`src/rtl/atu_pkg.sv`:
```
package atu_pkg;
  localparam int PORT_BITS = 3;
  localparam int NPORT     = (1 << PORT_BITS) - 1;
  localparam int DB_W      = 4;
  localparam int MAC_W     = 48;
  localparam int ST_W      = 4;
  localparam int PV_LSB    = 4;
  localparam int TRUNK_BIT = 15;

  localparam logic [ST_W-1:0] ST_FREE   = 4'h0;
  localparam logic [ST_W-1:0] ST_STATIC = 4'hE;
  localparam logic [ST_W-1:0] ST_MOVE   = 4'hF;

  typedef enum logic [2:0] {
    OP_NONE   = 3'd0,
    OP_FM_ALL = 3'd1,
    OP_FM_NS  = 3'd2,
    OP_LOAD   = 3'd3,
    OP_NEXT   = 3'd4,
    OP_FM_DB  = 3'd5,
    OP_FM_NSD = 3'd6,
    OP_RSVD   = 3'd7
  } op_e;

  typedef struct packed {
    logic [ST_W-1:0]  state;
    logic             trunk;
    logic [NPORT-1:0] pv;
    logic [DB_W-1:0]  db;
    logic [MAC_W-1:0] mac;
  } entry_t;

  function automatic logic is_nonstatic(input logic [ST_W-1:0] s);
    return (s != ST_FREE) && (s[3] == 1'b0);
  endfunction

  function automatic logic op_is_fm(input op_e op);
    return (op == OP_FM_ALL) || (op == OP_FM_NS) || (op == OP_FM_DB) || (op == OP_FM_NSD);
  endfunction

  function automatic logic op_ns_only(input op_e op);
    return (op == OP_FM_NS) || (op == OP_FM_NSD);
  endfunction

  function automatic logic op_per_db(input op_e op);
    return (op == OP_FM_DB) || (op == OP_FM_NSD);
  endfunction

  // Entry falls in the group a flush/move code addresses
  function automatic logic fm_selects(input entry_t e, input op_e op, input logic [DB_W-1:0] db);
    return (e.state != ST_FREE) &&
           (!op_per_db(op) || (e.db == db)) &&
           (!op_ns_only(op) || is_nonstatic(e.state));
  endfunction

  // New content of a selected entry
  function automatic entry_t fm_apply(input entry_t e, input logic [ST_W-1:0] act,
                                     input logic [PORT_BITS-1:0] from,
                                     input logic [PORT_BITS-1:0] to);
    entry_t r;
    logic [NPORT:0] ext;
    r   = e;
    ext = {1'b0, e.pv};
    if (act == ST_FREE) begin
      r.state = ST_FREE;
    end else if ((act == ST_MOVE) && !e.trunk && ext[from]) begin
      ext[from] = 1'b0;
      if (to != {PORT_BITS{1'b1}}) ext[to] = 1'b1;
      r.pv = ext[NPORT-1:0];
      if (r.pv == '0) r.state = ST_FREE;
    end
    return r;
  endfunction
endpackage

```
`src/rtl/atu_table.sv`:
```
module atu_table
  import atu_pkg::*;
#(
  parameter int DEPTH = 16,
  localparam int IDX_W = $clog2(DEPTH)
) (
  input  logic             clk,
  input  logic             rst_n,
  input  logic [IDX_W-1:0] rd_idx,
  output entry_t           rd_entry,
  input  logic             wr_en,
  input  logic [IDX_W-1:0] wr_idx,
  input  entry_t           wr_entry,
  output logic [DEPTH-1:0] valid_vec
);
  entry_t slot [DEPTH];

  for (genvar g = 0; g < DEPTH; g++) begin : g_slot
    always_ff @(posedge clk) begin
      if (!rst_n)                                    slot[g] <= '0;
      else if (wr_en && (wr_idx == IDX_W'(g)))       slot[g] <= wr_entry;
    end
    assign valid_vec[g] = (slot[g].state != ST_FREE);
  end

  assign rd_entry = slot[rd_idx];
endmodule

```
`src/rtl/atu_engine.sv`:
```
module atu_engine
  import atu_pkg::*;
#(
  parameter int DEPTH = 16,
  localparam int IDX_W = $clog2(DEPTH)
) (
  input  logic             clk,
  input  logic             rst_n,
  input  logic             start,
  input  op_e              start_op,
  input  logic [DB_W-1:0]  start_db,
  input  logic [15:0]      cfg_data,
  input  logic [MAC_W-1:0] cfg_mac,
  output logic [IDX_W-1:0] rd_idx,
  input  entry_t           rd_entry,
  output logic             wr_en,
  output logic [IDX_W-1:0] wr_idx,
  output entry_t           wr_entry,
  output logic             busy,
  output logic             done,
  output op_e              done_op,
  output logic             res_we,
  output entry_t           res_entry
);
  typedef enum logic [1:0] {S_IDLE, S_SCAN, S_FIN} st_e;
  localparam logic [IDX_W-1:0] LAST = IDX_W'(DEPTH - 1);

  st_e              st;
  op_e              op_q;
  logic [DB_W-1:0]  db_q;
  logic [IDX_W-1:0] idx;
  logic             best_found, hit_found, free_found;
  entry_t           best;
  logic [IDX_W-1:0] hit_idx, free_idx;

  // Named internal events
  logic   next_cand, load_match, slot_free, fm_hit;
  entry_t load_new, fm_new;

  assign rd_idx = idx;

  always_comb begin
    load_new       = '0;
    load_new.state = cfg_data[ST_W-1:0];
    load_new.trunk = cfg_data[TRUNK_BIT];
    load_new.pv    = cfg_data[PV_LSB +: NPORT];
    load_new.db    = db_q;
    load_new.mac   = cfg_mac;
  end

  assign next_cand  = (op_q == OP_NEXT) && (rd_entry.state != ST_FREE) && (rd_entry.db == db_q) &&
                      ((cfg_mac == '1) || (rd_entry.mac > cfg_mac)) &&
                      (!best_found || (rd_entry.mac < best.mac));
  assign load_match = (rd_entry.state != ST_FREE) && (rd_entry.db == db_q) && (rd_entry.mac == cfg_mac);
  assign slot_free  = (rd_entry.state == ST_FREE);
  assign fm_hit     = op_is_fm(op_q) && fm_selects(rd_entry, op_q, db_q);
  assign fm_new     = fm_apply(rd_entry, cfg_data[ST_W-1:0],
                               cfg_data[PV_LSB +: PORT_BITS],
                               cfg_data[PV_LSB + PORT_BITS +: PORT_BITS]);

  always_ff @(posedge clk) begin
    if (!rst_n) begin
      st <= S_IDLE; op_q <= OP_NONE; db_q <= '0; idx <= '0;
      best_found <= 1'b0; best <= '0;
      hit_found <= 1'b0; hit_idx <= '0; free_found <= 1'b0; free_idx <= '0;
    end else begin
      case (st)
        S_IDLE: if (start) begin
          st <= S_SCAN; op_q <= start_op; db_q <= start_db; idx <= '0;
          best_found <= 1'b0; hit_found <= 1'b0; free_found <= 1'b0;
        end
        S_SCAN: begin
          if (next_cand) begin
            best_found <= 1'b1; best <= rd_entry;
          end
          if (op_q == OP_LOAD) begin
            if (load_match) begin hit_found <= 1'b1; hit_idx <= idx; end
            if (slot_free && !free_found) begin free_found <= 1'b1; free_idx <= idx; end
          end
          if (idx == LAST) st <= S_FIN;
          else             idx <= idx + 1'b1;
        end
        default: st <= S_IDLE;
      endcase
    end
  end

  always_comb begin
    wr_en    = 1'b0;
    wr_idx   = idx;
    wr_entry = fm_new;
    if ((st == S_SCAN) && fm_hit) begin
      wr_en = 1'b1;
    end else if ((st == S_FIN) && (op_q == OP_LOAD)) begin
      wr_entry = load_new;
      if (hit_found) begin
        wr_en = 1'b1; wr_idx = hit_idx;
      end else if (free_found && (load_new.state != ST_FREE)) begin
        wr_en = 1'b1; wr_idx = free_idx;
      end
    end
  end

  always_comb begin
    res_entry = '0;
    if (best_found) res_entry = best;
    else            res_entry.mac = '1;
  end

  assign busy    = (st != S_IDLE);
  assign done    = (st == S_FIN);
  assign done_op = op_q;
  assign res_we  = done && (op_q == OP_NEXT);

  // Cycle counter for the busy window check
  logic [IDX_W+1:0] busy_cnt;
  always_ff @(posedge clk) begin
    if (!rst_n || !busy) busy_cnt <= '0;
    else                 busy_cnt <= busy_cnt + 1'b1;
  end


  busy_bounded_chk: assert property (@(posedge clk) disable iff (!rst_n)
    busy |-> (busy_cnt <= (IDX_W+2)'(DEPTH + 1)));

  table_write_busy_chk: assert property (@(posedge clk) disable iff (!rst_n)
    wr_en |-> busy);

  next_ascends_chk: assert property (@(posedge clk) disable iff (!rst_n)
    (res_we && (res_entry.state != ST_FREE) && (cfg_mac != '1)) |-> (res_entry.mac > cfg_mac));
endmodule

```
`src/rtl/atu_flush_move.sv`:
```
module atu_flush_move
  import atu_pkg::*;
#(
  parameter int DEPTH = 16,
  localparam int IDX_W = $clog2(DEPTH)
) (
  input  logic        clk,
  input  logic        rst_n,
  input  logic        reg_we,
  input  logic [2:0]  reg_addr,
  input  logic [15:0] reg_wdata,
  output logic [15:0] reg_rdata,
  output logic        busy
);
  localparam logic [2:0] A_OP = 3'd0, A_DATA = 3'd1, A_MAC0 = 3'd2, A_MAC1 = 3'd3, A_MAC2 = 3'd4;

  logic [14:0]      op_q;
  logic [15:0]      data_q;
  logic [MAC_W-1:0] mac_q;

  logic             start;
  op_e              wr_op;
  logic [IDX_W-1:0] rd_idx, wr_idx;
  entry_t           rd_entry, wr_entry, res_entry;
  logic             wr_en, done, res_we;
  op_e              done_op;
  logic [DEPTH-1:0] valid_vec;
  logic             host_wr;

  assign host_wr = reg_we && !busy;
  assign wr_op   = op_e'(reg_wdata[14:12]);
  assign start   = host_wr && (reg_addr == A_OP) && (wr_op != OP_NONE) && (wr_op != OP_RSVD);

  always_ff @(posedge clk) begin
    if (!rst_n) begin
      op_q <= '0; data_q <= '0; mac_q <= '0;
    end else if (res_we) begin
      data_q <= {res_entry.trunk, {(TRUNK_BIT-PV_LSB-NPORT){1'b0}}, res_entry.pv, res_entry.state};
      mac_q  <= res_entry.mac;
    end else if (host_wr) begin
      case (reg_addr)
        A_OP:    op_q          <= reg_wdata[14:0];
        A_DATA:  data_q        <= reg_wdata;
        A_MAC0:  mac_q[47:32]  <= reg_wdata;
        A_MAC1:  mac_q[31:16]  <= reg_wdata;
        A_MAC2:  mac_q[15:0]   <= reg_wdata;
        default: ;
      endcase
    end
  end

  always_comb begin
    case (reg_addr)
      A_OP:    reg_rdata = {busy, op_q};
      A_DATA:  reg_rdata = data_q;
      A_MAC0:  reg_rdata = mac_q[47:32];
      A_MAC1:  reg_rdata = mac_q[31:16];
      A_MAC2:  reg_rdata = mac_q[15:0];
      default: reg_rdata = '0;
    endcase
  end

  atu_table #(.DEPTH(DEPTH)) u_table (
    .clk, .rst_n, .rd_idx, .rd_entry, .wr_en, .wr_idx, .wr_entry, .valid_vec
  );

  atu_engine #(.DEPTH(DEPTH)) u_engine (
    .clk, .rst_n, .start, .start_op(wr_op), .start_db(reg_wdata[DB_W-1:0]),
    .cfg_data(data_q), .cfg_mac(mac_q), .rd_idx, .rd_entry, .wr_en, .wr_idx, .wr_entry,
    .busy, .done, .done_op, .res_we, .res_entry
  );


  busy_write_ignored_chk: assert property (@(posedge clk) disable iff (!rst_n)
    (reg_we && busy && !res_we) |=> ($stable(data_q) && $stable(mac_q) && $stable(op_q)));

  flush_empties_chk: assert property (@(posedge clk) disable iff (!rst_n)
    (done && (done_op == OP_FM_ALL) && (data_q[ST_W-1:0] == ST_FREE)) |-> (valid_vec == '0));
endmodule

```
`config.mk`:
```
export PLATFORM = sky130hd
export DESIGN_NAME = atu_flush_move
export DESIGN_NICKNAME = d
export VERILOG_FILES = /design/src/rtl/atu_pkg.sv /design/src/rtl/atu_table.sv /design/src/rtl/atu_engine.sv /design/src/rtl/atu_flush_move.sv
export SDC_FILE = /design/constraint.sdc
export NUM_CORES = 2
export LEC_CHECK = 0
export BUFFER_PORTS_ARGS = -buffer_cell sky130_fd_sc_hd__buf_4
export CAP_MARGIN = 5
export CORE_UTILIZATION = 35
export CTS_CLUSTER_SIZE = 25
export DETAILED_ROUTE_END_ITERATION = 8
export PLACE_DENSITY = 0.46
export SKIP_LAST_GASP = 1
export SLEW_MARGIN = 10
export SYNTH_ARGS = -nofsm -noshare
export SYNTH_HDL_FRONTEND = slang
export SYNTH_SLANG_ARGS = --single-unit
```
`constraint.sdc`:
```
create_clock -name clk -period 17.65 [get_ports clk]
set_clock_uncertainty 0.15 [all_clocks]
set_input_delay 0.8825 -clock clk [delete_from_list [all_inputs] [get_ports clk]]
set_output_delay 0.8825 -clock clk [all_outputs]
set_load 0.005 [all_outputs]
```
==> impl_metrics.env <==
export IMPL_cp_data_arrival_time_ps=9120
export IMPL_cp_end_kind="flop"
export IMPL_cts_buffers=134
export IMPL_drtIter0Drc=4104
export IMPL_hold_depth=2
export IMPL_ys_top_cells_by_area="edfxtp_1, mux4_2, nor2_1"
export IMPL_synthArstFlopShare_pct=0
export IMPL_post_drt_wl_per_cell_um=31.4
export IMPL_ys_seq_area_share_pct=62.1
export IMPL_slew_viol_final=0
export IMPL_synth_ff_type="edfxtp_1"
export IMPL_power_leakage_nw=20.5
export IMPL_via_per_inst=5.73
export IMPL_grt_pass1_vias=35300
export IMPL_antenna_found_initial=4
export IMPL_start_util_pct=35.2
export IMPL_post_cts_repair_setup_buffers=0
export IMPL_fp_dieH_um=398
export IMPL_post_synth_top_area_cell="edfxtp_1"
export IMPL_dp_hpwl_mm=111
export IMPL_place_area_mm2=0.0572
export IMPL_insertion_delay_ps=780
export IMPL_htree_levels=4
export IMPL_rsz0062_at_grt="false"
export IMPL_first_pass_iters=7
export IMPL_ctsResizeCount=0
export IMPL_portBuffers=38
export IMPL_setup_violations=0
export IMPL_synth_nets=4251
export IMPL_outcome="finished, final reports clean"
export IMPL_period_share_pct=48.6
export IMPL_die_area_mm2=0.159
export IMPL_worstRegToRegCells=15
export IMPL_final_area_mm2=0.0616
export IMPL_syn_mean_instance_area_um2=13.3
export IMPL_period_minus_slack_ps=8580
export IMPL_fill_cells=14600
export IMPL_hold_buffers=0
export IMPL_synth_top_area_share_pct=56.0
export IMPL_place_congestion=0.897
export IMPL_fin_util_pct=39.5
export IMPL_cts_tree="built"
export IMPL_grtUsageTotal_pct=24.6
export IMPL_pin_count=39
export IMPL_power_mw=6.40
export IMPL_p_per_area_mw_per_mm2=104
export IMPL_area_growth_pct=12.1
export IMPL_yosysMostFrequentCell="nor2_1"
export IMPL_synth_top_cells_by_count="nor2_1, edfxtp_1, mux4_2"
export IMPL_dpl_worst_slack_ps=8920
export IMPL_worstSetupPathType="flop to flop"
export IMPL_start_kind="flop"
export IMPL_nNetsFinal=4172
export IMPL_slew_headroom_pct=14.6
export IMPL_routed_wl_mm=195
export IMPL_drtAntennaViolNets=0
export IMPL_rows=145
export IMPL_setup_tns_ps=0
export IMPL_cts_sink_count=1191
export IMPL_clk_path_buf_depth=3
export IMPL_max_cap_viol_count=0
export IMPL_coreArea_mm2=0.156
export IMPL_num_vias=35600
export IMPL_hold_slack_ps=306
export IMPL_hold_path_class="flop to flop"
export IMPL_ys_ff_latch=1191
export IMPL_drive_above_1_share_pct=17.9
export IMPL_die_x_um=398
export IMPL_ir_drop_v=0.0000714
export IMPL_path_clk_slew_ps=60
export IMPL_synth_edf_count=1024
export IMPL_route_detailed_drc=0
export IMPL_worstPathRequired_ps=18180
export IMPL_ys_types=88
export IMPL_dpl_cell_count=5976
export IMPL_grt_first_pass_wirelength_mm=274
export IMPL_setup_ws_ps=9070
export IMPL_grt_overflow=0
export IMPL_yosysWarnings=0
export IMPL_finalNonFillerCells=6218
export IMPL_grt_max_degree=113
export IMPL_timing_fmax_ghz=0.117
export IMPL_synth_area_mm2=0.0549
export IMPL_worst_pin_slew_ps=1280
export IMPL_hold_viol=0
export IMPL_clockRootBuffer="clkbuf_16"
export IMPL_crit_fanout=98
export IMPL_syn_inst=4133
==> cell families after synthesis <==
logic type	after synthesis	share of synthesized area, %
AO/OA/AOI/OAI	386	5.19
XOR/XNOR	7	0.112
adder cells (fa/ha/maj)	96	2.19
buffers and inverters	452	3.69
flip-flops	1191	62.1
multiplexers	437	14.8
AND/OR/NAND/NOR	1564	11.9
==> worst max-delay path, stage by stage (launching register included) <==
cell and delay [ps]:
dfxtp_4 810, buf_12 550, buf_4 680, buf_4 620, buf_4 590, mux4_2 570, mux4_2 570, ha_1 350
nand4_1 140, nor4_1 850, o311a_1 300, nor4_1 70, o21ai_0 320, o2111a_4 570, buf_4 710, mux2i_1 280
==> worst paths after layout <==
check	startpoint	to	slack, ps
setup / recovery	flop	u_engine.best[41]$_SDFFE_PN0P_	9070
hold / removal	op_q[4]$_SDFFE_PN0P_	op_q[4]$_SDFFE_PN0P_	310
setup reg to reg	flop	u_engine.best[41]$_SDFFE_PN0P_	9070
hold reg to reg	op_q[4]$_SDFFE_PN0P_	op_q[4]$_SDFFE_PN0P_	310
==> registers in the layout, summed over array words and instances, names as in the netlist, named ones only <==
name                 count
u_engine.rd_idx          4
u_engine.hit_idx         4
mac_q                   48
u_engine.st              2
data_q                  16
u_engine.hit_found       1
u_engine.done_op         3
u_engine.db_q            4
op_q                    15
u_engine.best_found      1
u_engine.free_idx        4
u_engine.best           60
u_table.slot          1024
u_engine.free_found      1
==> per-layer routing <==
layer | global-route usage (%) | routed length, µm
met2 | 38.7 | 91000
met5 | 0 | 22
met1 | 33.7 | 83800
met3 | 5.42 | 15000
met4 | 7.69 | 5630
==> report_power, final <==
| group | internal, mW | switching, mW |
|---|---|---|
| Clock | 1.64 | 1.18 |
| Combinational | 0.132 | 0.280 |
| Sequential | 3.13 | 0.0336 |
==> cell type report <==
cell class	instances	area [µm²]	share of cell area [%]
Sequential cell	1191	34100	55.4
Multi-Input combinational cell	2490	19100	31.1
Clock buffer	183	3770	6.12
Tap cell	2058	2570	4.18
Timing Repair Buffer	127	982	1.60
Clock inverter	58	581	0.943
Inverter	110	419	0.681
Antenna cell	1	2.50	0.00406
==> layout by cell type (no fill, tap or decap), types with 7 or more instances in the layout <==
cell type and instances:
a21o_1 10, a21oi_1 108, a21oi_2 50, a221o_1 19
a221oi_1 8, a222oi_1 8, a22oi_1 7, a31oi_1 13
and3_1 7, buf_4 124, bufinv_16 10, clkbuf_1 35
clkbuf_16 142, clkinv_1 26, clkinv_2 14, dfxtp_1 163
edfxtp_1 1024, ha_1 96, inv_1 106, mux2i_1 132
mux4_2 297, nand2_1 252, nand2b_1 10, nand3_1 18
nand4_1 49, nor2_1 1075, nor2b_1 27, nor3_1 35
nor3_2 23, nor4_1 24, o211ai_1 11, o21ai_0 29
o21ai_4 16, o221ai_1 49
Power figures use the tool's default switching activity.
